### config.mk
export PLATFORM = sky130hd
export DESIGN_NAME = xonxoff_gang_bank
export DESIGN_NICKNAME = d
export VERILOG_FILES = /design/src/rtl/xog_pkg.sv /design/src/rtl/xog_ctrl.sv /design/src/rtl/xog_regs.sv /design/src/rtl/xonxoff_gang_bank.sv
export SDC_FILE = /design/constraint.sdc
export NUM_CORES = 1
export LEC_CHECK = 0
export ABC_CLOCK_PERIOD_IN_PS = 1400
export BUFFER_PORTS_ARGS = -buffer_cell sky130_fd_sc_hd__buf_4
export CAP_MARGIN = 10
export CORE_MARGIN = 2
export CORE_UTILIZATION = 51
export DETAILED_ROUTE_END_ITERATION = 10
export PLACE_DENSITY = 0.79
export SYNTH_ARGS = -nofsm -noshare
export SYNTH_HDL_FRONTEND = slang
export SYNTH_SLANG_ARGS = --single-unit
### constraint.sdc
create_clock -name clk -period 1.4 [get_ports clk]
set_input_delay 0.14 -clock clk [delete_from_list [all_inputs] [get_ports clk]]
set_output_delay 0.14 -clock clk [all_outputs]
set_load 0.1 [all_outputs]
### src/rtl/xog_pkg.sv
package xog_pkg;

  localparam int CMD_W = 5;

  localparam logic [CMD_W-1:0] CMD_ARM_XON  = 5'b10010;
  localparam logic [CMD_W-1:0] CMD_ARM_XOFF = 5'b10011;
  localparam logic [CMD_W-1:0] CMD_LOAD_XON = 5'b10100;

  // Register type index used by the control generate loop
  localparam int TYPE_XON  = 0;
  localparam int TYPE_XOFF = 1;
  localparam int NUM_TYPES = 2;

  // Strobes from control to the register datapath
  typedef struct packed {
    logic indivXon;   // per-channel resume write
    logic indivXoff;  // per-channel pause write
    logic gangXon;    // broadcast resume write
    logic gangXoff;   // broadcast pause write
    logic loadXon;    // load default resume character everywhere
  } strobe_t;

endpackage

### src/rtl/xog_ctrl.sv
module xog_ctrl
  import xog_pkg::*;
#(
  parameter int CH_W = 2
) (
  input  logic             clk,
  input  logic             rstN,
  input  logic             wrEn,
  input  logic [CH_W-1:0]  wrChan,
  input  logic             wrSel,
  input  logic             cmdValid,
  input  logic [CH_W-1:0]  cmdChan,
  input  logic [CMD_W-1:0] cmdCode,
  output strobe_t          strobes
);

  logic wrAtChanA;
  logic cmdOnChanA;
  logic [NUM_TYPES-1:0] typeWr;
  logic [NUM_TYPES-1:0] armReq;
  logic [NUM_TYPES-1:0] trigger;
  logic [NUM_TYPES-1:0] armFlag;

  assign wrAtChanA  = (wrChan == '0);
  assign cmdOnChanA = cmdValid && (cmdChan == '0);

  assign typeWr[TYPE_XON]  = wrEn && !wrSel;
  assign typeWr[TYPE_XOFF] = wrEn && wrSel;

  for (genvar t = 0; t < NUM_TYPES; t++) begin : g_type
    localparam logic [CMD_W-1:0] ARM_CODE = (t == TYPE_XON) ? CMD_ARM_XON : CMD_ARM_XOFF;

    assign armReq[t]  = cmdOnChanA && (cmdCode == ARM_CODE);
    // The trigger uses the state armed before this cycle
    assign trigger[t] = typeWr[t] && wrAtChanA && armFlag[t];

    always_ff @(posedge clk or negedge rstN) begin
      if (!rstN) begin
        armFlag[t] <= 1'b0;
      end else if (armReq[t]) begin
        armFlag[t] <= 1'b1;
      end else if (trigger[t]) begin
        armFlag[t] <= 1'b0;
      end
    end
  end

  always_comb begin
    strobes           = '0;
    strobes.gangXon   = trigger[TYPE_XON];
    strobes.gangXoff  = trigger[TYPE_XOFF];
    strobes.indivXon  = typeWr[TYPE_XON]  && !trigger[TYPE_XON];
    strobes.indivXoff = typeWr[TYPE_XOFF] && !trigger[TYPE_XOFF];
    strobes.loadXon   = cmdOnChanA && (cmdCode == CMD_LOAD_XON);
  end

endmodule

### src/rtl/xog_regs.sv
module xog_regs
  import xog_pkg::*;
#(
  parameter int                NUM_CH      = 4,
  parameter int                DATA_W      = 8,
  parameter int                CH_W        = 2,
  parameter logic [DATA_W-1:0] XON_DEFAULT = 8'h11
) (
  input  logic                     clk,
  input  logic                     rstN,
  input  strobe_t                  strobes,
  input  logic [CH_W-1:0]          wrChan,
  input  logic [DATA_W-1:0]        wrData,
  output logic [NUM_CH*DATA_W-1:0] xonFlat,
  output logic [NUM_CH*DATA_W-1:0] xoffFlat
);

  for (genvar c = 0; c < NUM_CH; c++) begin : g_chan
    logic              selHere;
    logic [DATA_W-1:0] xonReg;
    logic [DATA_W-1:0] xoffReg;

    assign selHere = (wrChan == CH_W'(c));

    always_ff @(posedge clk or negedge rstN) begin
      if (!rstN) begin
        xonReg  <= '0;
        xoffReg <= '0;
      end else begin
        // The default load takes priority over any resume write
        if (strobes.loadXon) begin
          xonReg <= XON_DEFAULT;
        end else if (strobes.gangXon || (strobes.indivXon && selHere)) begin
          xonReg <= wrData;
        end
        if (strobes.gangXoff || (strobes.indivXoff && selHere)) begin
          xoffReg <= wrData;
        end
      end
    end

    assign xonFlat[c*DATA_W +: DATA_W]  = xonReg;
    assign xoffFlat[c*DATA_W +: DATA_W] = xoffReg;
  end

endmodule

### src/rtl/xonxoff_gang_bank.sv
module xonxoff_gang_bank
  import xog_pkg::*;
#(
  parameter int                NUM_CH      = 4,
  parameter int                DATA_W      = 8,
  parameter logic [DATA_W-1:0] XON_DEFAULT = 8'h11,
  localparam int               CH_W        = $clog2(NUM_CH)
) (
  input  logic                     clk,
  input  logic                     rstN,
  input  logic                     wrEn,
  input  logic [CH_W-1:0]          wrChan,
  input  logic                     wrSel,
  input  logic [DATA_W-1:0]        wrData,
  input  logic                     cmdValid,
  input  logic [CH_W-1:0]          cmdChan,
  input  logic [CMD_W-1:0]         cmdCode,
  output logic [NUM_CH*DATA_W-1:0] xonChars,
  output logic [NUM_CH*DATA_W-1:0] xoffChars
);

  strobe_t strobes;

  xog_ctrl #(
    .CH_W(CH_W)
  ) u_ctrl (
    .clk     (clk),
    .rstN    (rstN),
    .wrEn    (wrEn),
    .wrChan  (wrChan),
    .wrSel   (wrSel),
    .cmdValid(cmdValid),
    .cmdChan (cmdChan),
    .cmdCode (cmdCode),
    .strobes (strobes)
  );

  xog_regs #(
    .NUM_CH     (NUM_CH),
    .DATA_W     (DATA_W),
    .CH_W       (CH_W),
    .XON_DEFAULT(XON_DEFAULT)
  ) u_regs (
    .clk     (clk),
    .rstN    (rstN),
    .strobes (strobes),
    .wrChan  (wrChan),
    .wrData  (wrData),
    .xonFlat (xonChars),
    .xoffFlat(xoffChars)
  );

endmodule

# After elaboration in Yosys (flattened, before gate mapping)
# Index checks and enable logic that the tools add are counted.
# op_classes
n_eq_ne	6
reduce_logical	39
mux	12
# ops
operator	count
$mux 8	8
$logic_and 1x1->1	20
$eq 5x5->1 const B	3
$reduce_bool 2->1	6
$logic_or 1x1->1	8
$eq 2x2->1 const B	2
$logic_not 2->1	2
$mux 1	4
$logic_not 1->1	3
$eq 2x1->1 const B	1
# totals
out_inout_bits	64
word_cells	67
register_bits	66
in_bits	22

# Depth between registers and ports, before layout
# logic_depth
ltp_word	10
mapped_depth	5
mapped_depth_nobuf	3

# Modules after synthesis
# Synthesis repeated with hierarchy kept, for this count alone.
# hier_totals
hier_cells	168
area_unflattened_um2	2756.4
# by_module_without_submodules
mod	n_inst	area_each_um2	seq_area_each_um2	cells_each
xog_regs	1	2581.2	1601.5	150
xog_ctrl	1	175.2	50.0	18

# Least setup slack after synthesis
# No wires, ideal clock.
# synth_timing
path_kind	reg-to-reg
from	register, netlist name u_regs.g_chan[1].xonReg[1]
to	register u_regs.g_chan[1].xonReg[1]
path_buffers	0
period_less_slack_ps	1326
t_required_ps	1322
t_arrival_ps	1248
setup_slack_ps	74
setup_ps	78
path_stages_with_launch	3
path_cell_list	dfrtp_1 > o21ai_0 > a21oi_1
# synth_rtl
element	line_no	source
to (signal assigned)	xog_regs.sv:34	xonReg <= wrData;
to (decl)	xog_regs.sv:20	logic [DATA_W-1:0] xonReg;

# Worst setup path in the final report
# layout_timing
from	register u_ctrl.armFlag[1]
to	register u_regs.g_chan[3].xoffReg[5]
# layout_between
elab_chain_len	5
# layout_rtl
element	line_no	source
from (decl)	xog_ctrl.sv:22	logic [NUM_TYPES-1:0] armFlag;
from (signal, indexed assignment)	xog_ctrl.sv:39	armFlag[t] <= 1'b0;
from (signal, indexed assignment)	xog_ctrl.sv:41	armFlag[t] <= 1'b1;
from (signal, indexed assignment)	xog_ctrl.sv:43	armFlag[t] <= 1'b0;
$logic_and 1x1->1 *	xog_ctrl.sv:35	assign trigger[t] = typeWr[t] && wrAtChanA && armFlag[t];
$logic_not 1->1	xog_ctrl.sv:53	strobes.indivXoff = typeWr[TYPE_XOFF] && !trigger[TYPE_XOFF];
$logic_and 1x1->1	xog_ctrl.sv:53	
$logic_and 1x1->1	xog_regs.sv:36	if (strobes.gangXoff || (strobes.indivXoff && selHere)) begin
$logic_or 1x1->1 *	xog_regs.sv:36	
to (signal assigned)	xog_regs.sv:37	xoffReg <= wrData;
to (decl)	xog_regs.sv:21	logic [DATA_W-1:0] xoffReg;
# Every way passes the cells marked *; elsewhere a longest branch is shown, timed or not.
# A chain may end at the register's enable or synchronous reset.

==> results.toml <==
[floorplanning]
rows = 27
start_util_pct = 52.19
die_h_um = 78.84
core_um2 = 5473
io_pins = 86
dieArea_um2 = 6216
fp.dieW_um = 78.84

[timing]
fin_crit_ns = 1.307
hold_viol = 0
setup-violations-final = 0
slew_viol_final = 0
worst_pin_slew_ns = 0.4605
relSlewSlack_pct = 68.87
fin_tns_setup_ns = 0
period_share_pct = 93.33
rsz0062_at_grt = "no"
fmax_mhz = 765.3
clock_skew_ns = 0.006500

[worst_setup_path]
worstPathRequired_ns = 1.62
crit_arrival_ns = 1.53
path_class = "reg2reg"
reg2reg_slack_ns = 0.09
start_kind = "flop"
path_max_fanout = 8
end_kind = "flop"

[route]
antenna_left = 0
wl_um = 7050
met2_length_um = 3353
vias = 2318
drtPass1Iterations = 4
viasPerCell = 5.532
wire_per_inst_um = 16.83
drt_iter0_drc = 216
highest_layer = "met4"
met3WireLength_um = 738
remaining_drc_errors = 0
m1WireLength_um = 2804

[logic_synthesis]
ys_ff_latch = 66
synthSimpleGateAreaFrac_pct = 12.57
synth_nets = 263
ys_seq_area_share_pct = 57.82
ys_dominant_reg_cell = "dfrtp_1"
synth_top_area_share_pct = 57.82
ys_warn_count = 0
syn_area_um2 = 2856
synth_top_cell_by_area = "dfrtp_1"
synth_compound_area_share_pct = 13.67
synth-async-reset-ratio_pct = 100.0
yosysUniqueCellTypes = 36
synth_edf_count = 0
synthMuxAreaShare_pct = 12.97
yosys.area_share.xor_xnor_pct = 0
synth.area.top_cells = "dfrtp_1, mux2_2, a21oi_1"
synth_top_family_by_area = "compound AO/OA/AOI/OAI gates"
synthAdderAreaFrac_pct = 0
syn-instance-count = 241
syn-mean-instance-area_um2 = 11.85

[status]
outcome = "completed"

[clock_network]
cts_tree = "done"
clk_path_buf_depth = 2
ctsRootBufferMaster = "clkbuf_8"
cts.sinks = 66
postCtsSetupBuffers = 0
clkLatencyLatePin_ns = 0.34
cts_resized = 0
numCtsBuffers = 9
cts-htree-levels = 3
ctsHoldBuffers = 1
clk_pin_slew_ns = 0.07

[pwr]
power-per-cell-area_nw_per_um2 = 2261
vdd_ir_drop_max_v = 0.001433
p_leak_nw = 1.725

[cells_and_area]
n_antenna_cell = 0
instances_no_fill = 419
nets = 364
drive_gt1_share_pct = 46.11
fillers = 439
final_util_pct = 70.62
syn2layout_area_growth_pct = 35.30

[grt]
grt.overflow.total = 0
grt_util_all_layers_pct = 24.57
grt_max_degree = 61
first_global_vias = 2343
antenna_found_initial = 0
grt_pass1_wl_um = 11500

[placement]
gp_congestion = 0.8073
placed_cells = 402
port_buffers = 85
place_hpwl_um = 4857

[hold_path]
min_path_type = "in2reg"

[run]
max_cap_violations = 0
==> Yosys cell counts, drive strengths merged, types with 2 or more instances <==
master	instances
or4b	2
a21oi	27
nor4b	2
dfrtp	66
o21ai	21
nor3	7
o22ai	2
inv	4
nor2	7
or3b	2
buf	8
clkbuf	4
nor2b	2
o211ai	14
nand2	14
nand4b	2
nand3	12
o21bai	2
mux2	32
nor3b	3
==> cell type report <==
type / instances / area (um^2) / share of cell area (%)
Sequential cell: 66 / 1652 / 42.73
Tap cell: 72 / 90.09 / 2.331
Inverter: 4 / 15.01 / 0.3885
Timing Repair Buffer: 102 / 805.8 / 20.85
Clock inverter: 2 / 10.01 / 0.2590
Multi-Input combinational cell: 159 / 1120 / 28.97
Clock buffer: 14 / 172.7 / 4.467
==> worst max-delay path, stage by stage, from the launching register on <==
cell	delay, ns
dfrtp_1	0.41
nor3b_1	0.16
o21bai_2	0.15
buf_12	0.14
mux2_2	0.33
==> metal layers <==
layer	GRT usage, %	vias up
met4	10.86	0
met1	31.91	1111
met2	38.72	114
li1	-	1080
met3	6.932	13
met5	0	-
==> cells by family (layout without fill, tap and decap cells) <==
group           after synthesis  after routing
mux                          33             33
compound gates               67             67
simple gates                 59             59
flops                        66             66
buf+inv                      16            122
==> cell usage in the layout, fill, tap and decap left out, types with 2 or more instances in the layout <==
| cell type | instances |
|---|---|
| buf_4 | 98 |
| clkbuf_8 | 12 |
| nand3_1 | 12 |
| dfrtp_1 | 66 |
| o21ai_0 | 20 |
| clkinv_2 | 2 |
| clkbuf_1 | 2 |
| nor2b_1 | 2 |
| o211ai_1 | 14 |
| buf_12 | 3 |
| inv_1 | 4 |
| nor3_1 | 4 |
| a21oi_1 | 27 |
| or3b_2 | 2 |
| mux2_2 | 32 |
| nand2_1 | 14 |
| o22ai_1 | 2 |
| nor3_2 | 3 |
| nand4b_1 | 2 |
| nor2_1 | 7 |
| nor3b_1 | 2 |
==> stage by stage <==
stage	instance area (um^2)	hold WS, ns	total power (W)	worst slack, ns
finish	3865	0.09410	0.008737	0.09341
global route	3865	0.1112	0.009056	0.04264
CTS	3865	0.09147	0.008777	0.08634
detailed placement	3672	-0.03900	0.007328	0.006031
global placement	3672	-0.03874	0.007269	0.06743
floorplan	2856	-0.1556	0.006270	0.07363
==> sequential cells by signal (all words and copies together) (netlist names) <==
register and count:
u_regs.g_chan.xoffReg 32, u_ctrl.armFlag 2, u_regs.g_chan.xonReg 32
==> report_power, final <==
| group | total, W | switching (W) | leakage (nW) | internal, W |
|---|---|---|---|---|
| Clock | 0.00146 | 0.000673 | 0.0965 | 0.000784 |
| Combinational | 0.00469 | 0.00376 | 0.837 | 0.000931 |
| Sequential | 0.00259 | 0.000249 | 0.792 | 0.00234 |
| Total | 0.00874 | 0.00468 | 1.72 | 0.00406 |
==> worst paths after layout <==
| path | to | start | cells past startpoint |
|---|---|---|---|
| worst max register to register | u_regs.g_chan[3].xoffReg[5] | u_ctrl.armFlag[1] | 4 |
| worst max-delay path | u_regs.g_chan[3].xoffReg[5] | u_ctrl.armFlag[1] | 4 |
| max in group asynchronous | u_regs.g_chan[3].xoffReg[5] | rstN | 3 |
| worst min register to register | u_regs.g_chan[0].xoffReg[6] | u_regs.g_chan[0].xoffReg[6] | 1 |
| worst min-delay path | u_ctrl.armFlag[0] | cmdCode[2] | 3 |
| min in group asynchronous | u_regs.g_chan[0].xonReg[4] | rstN | 2 |
Note: power is estimated with default switching activity, not from simulation.
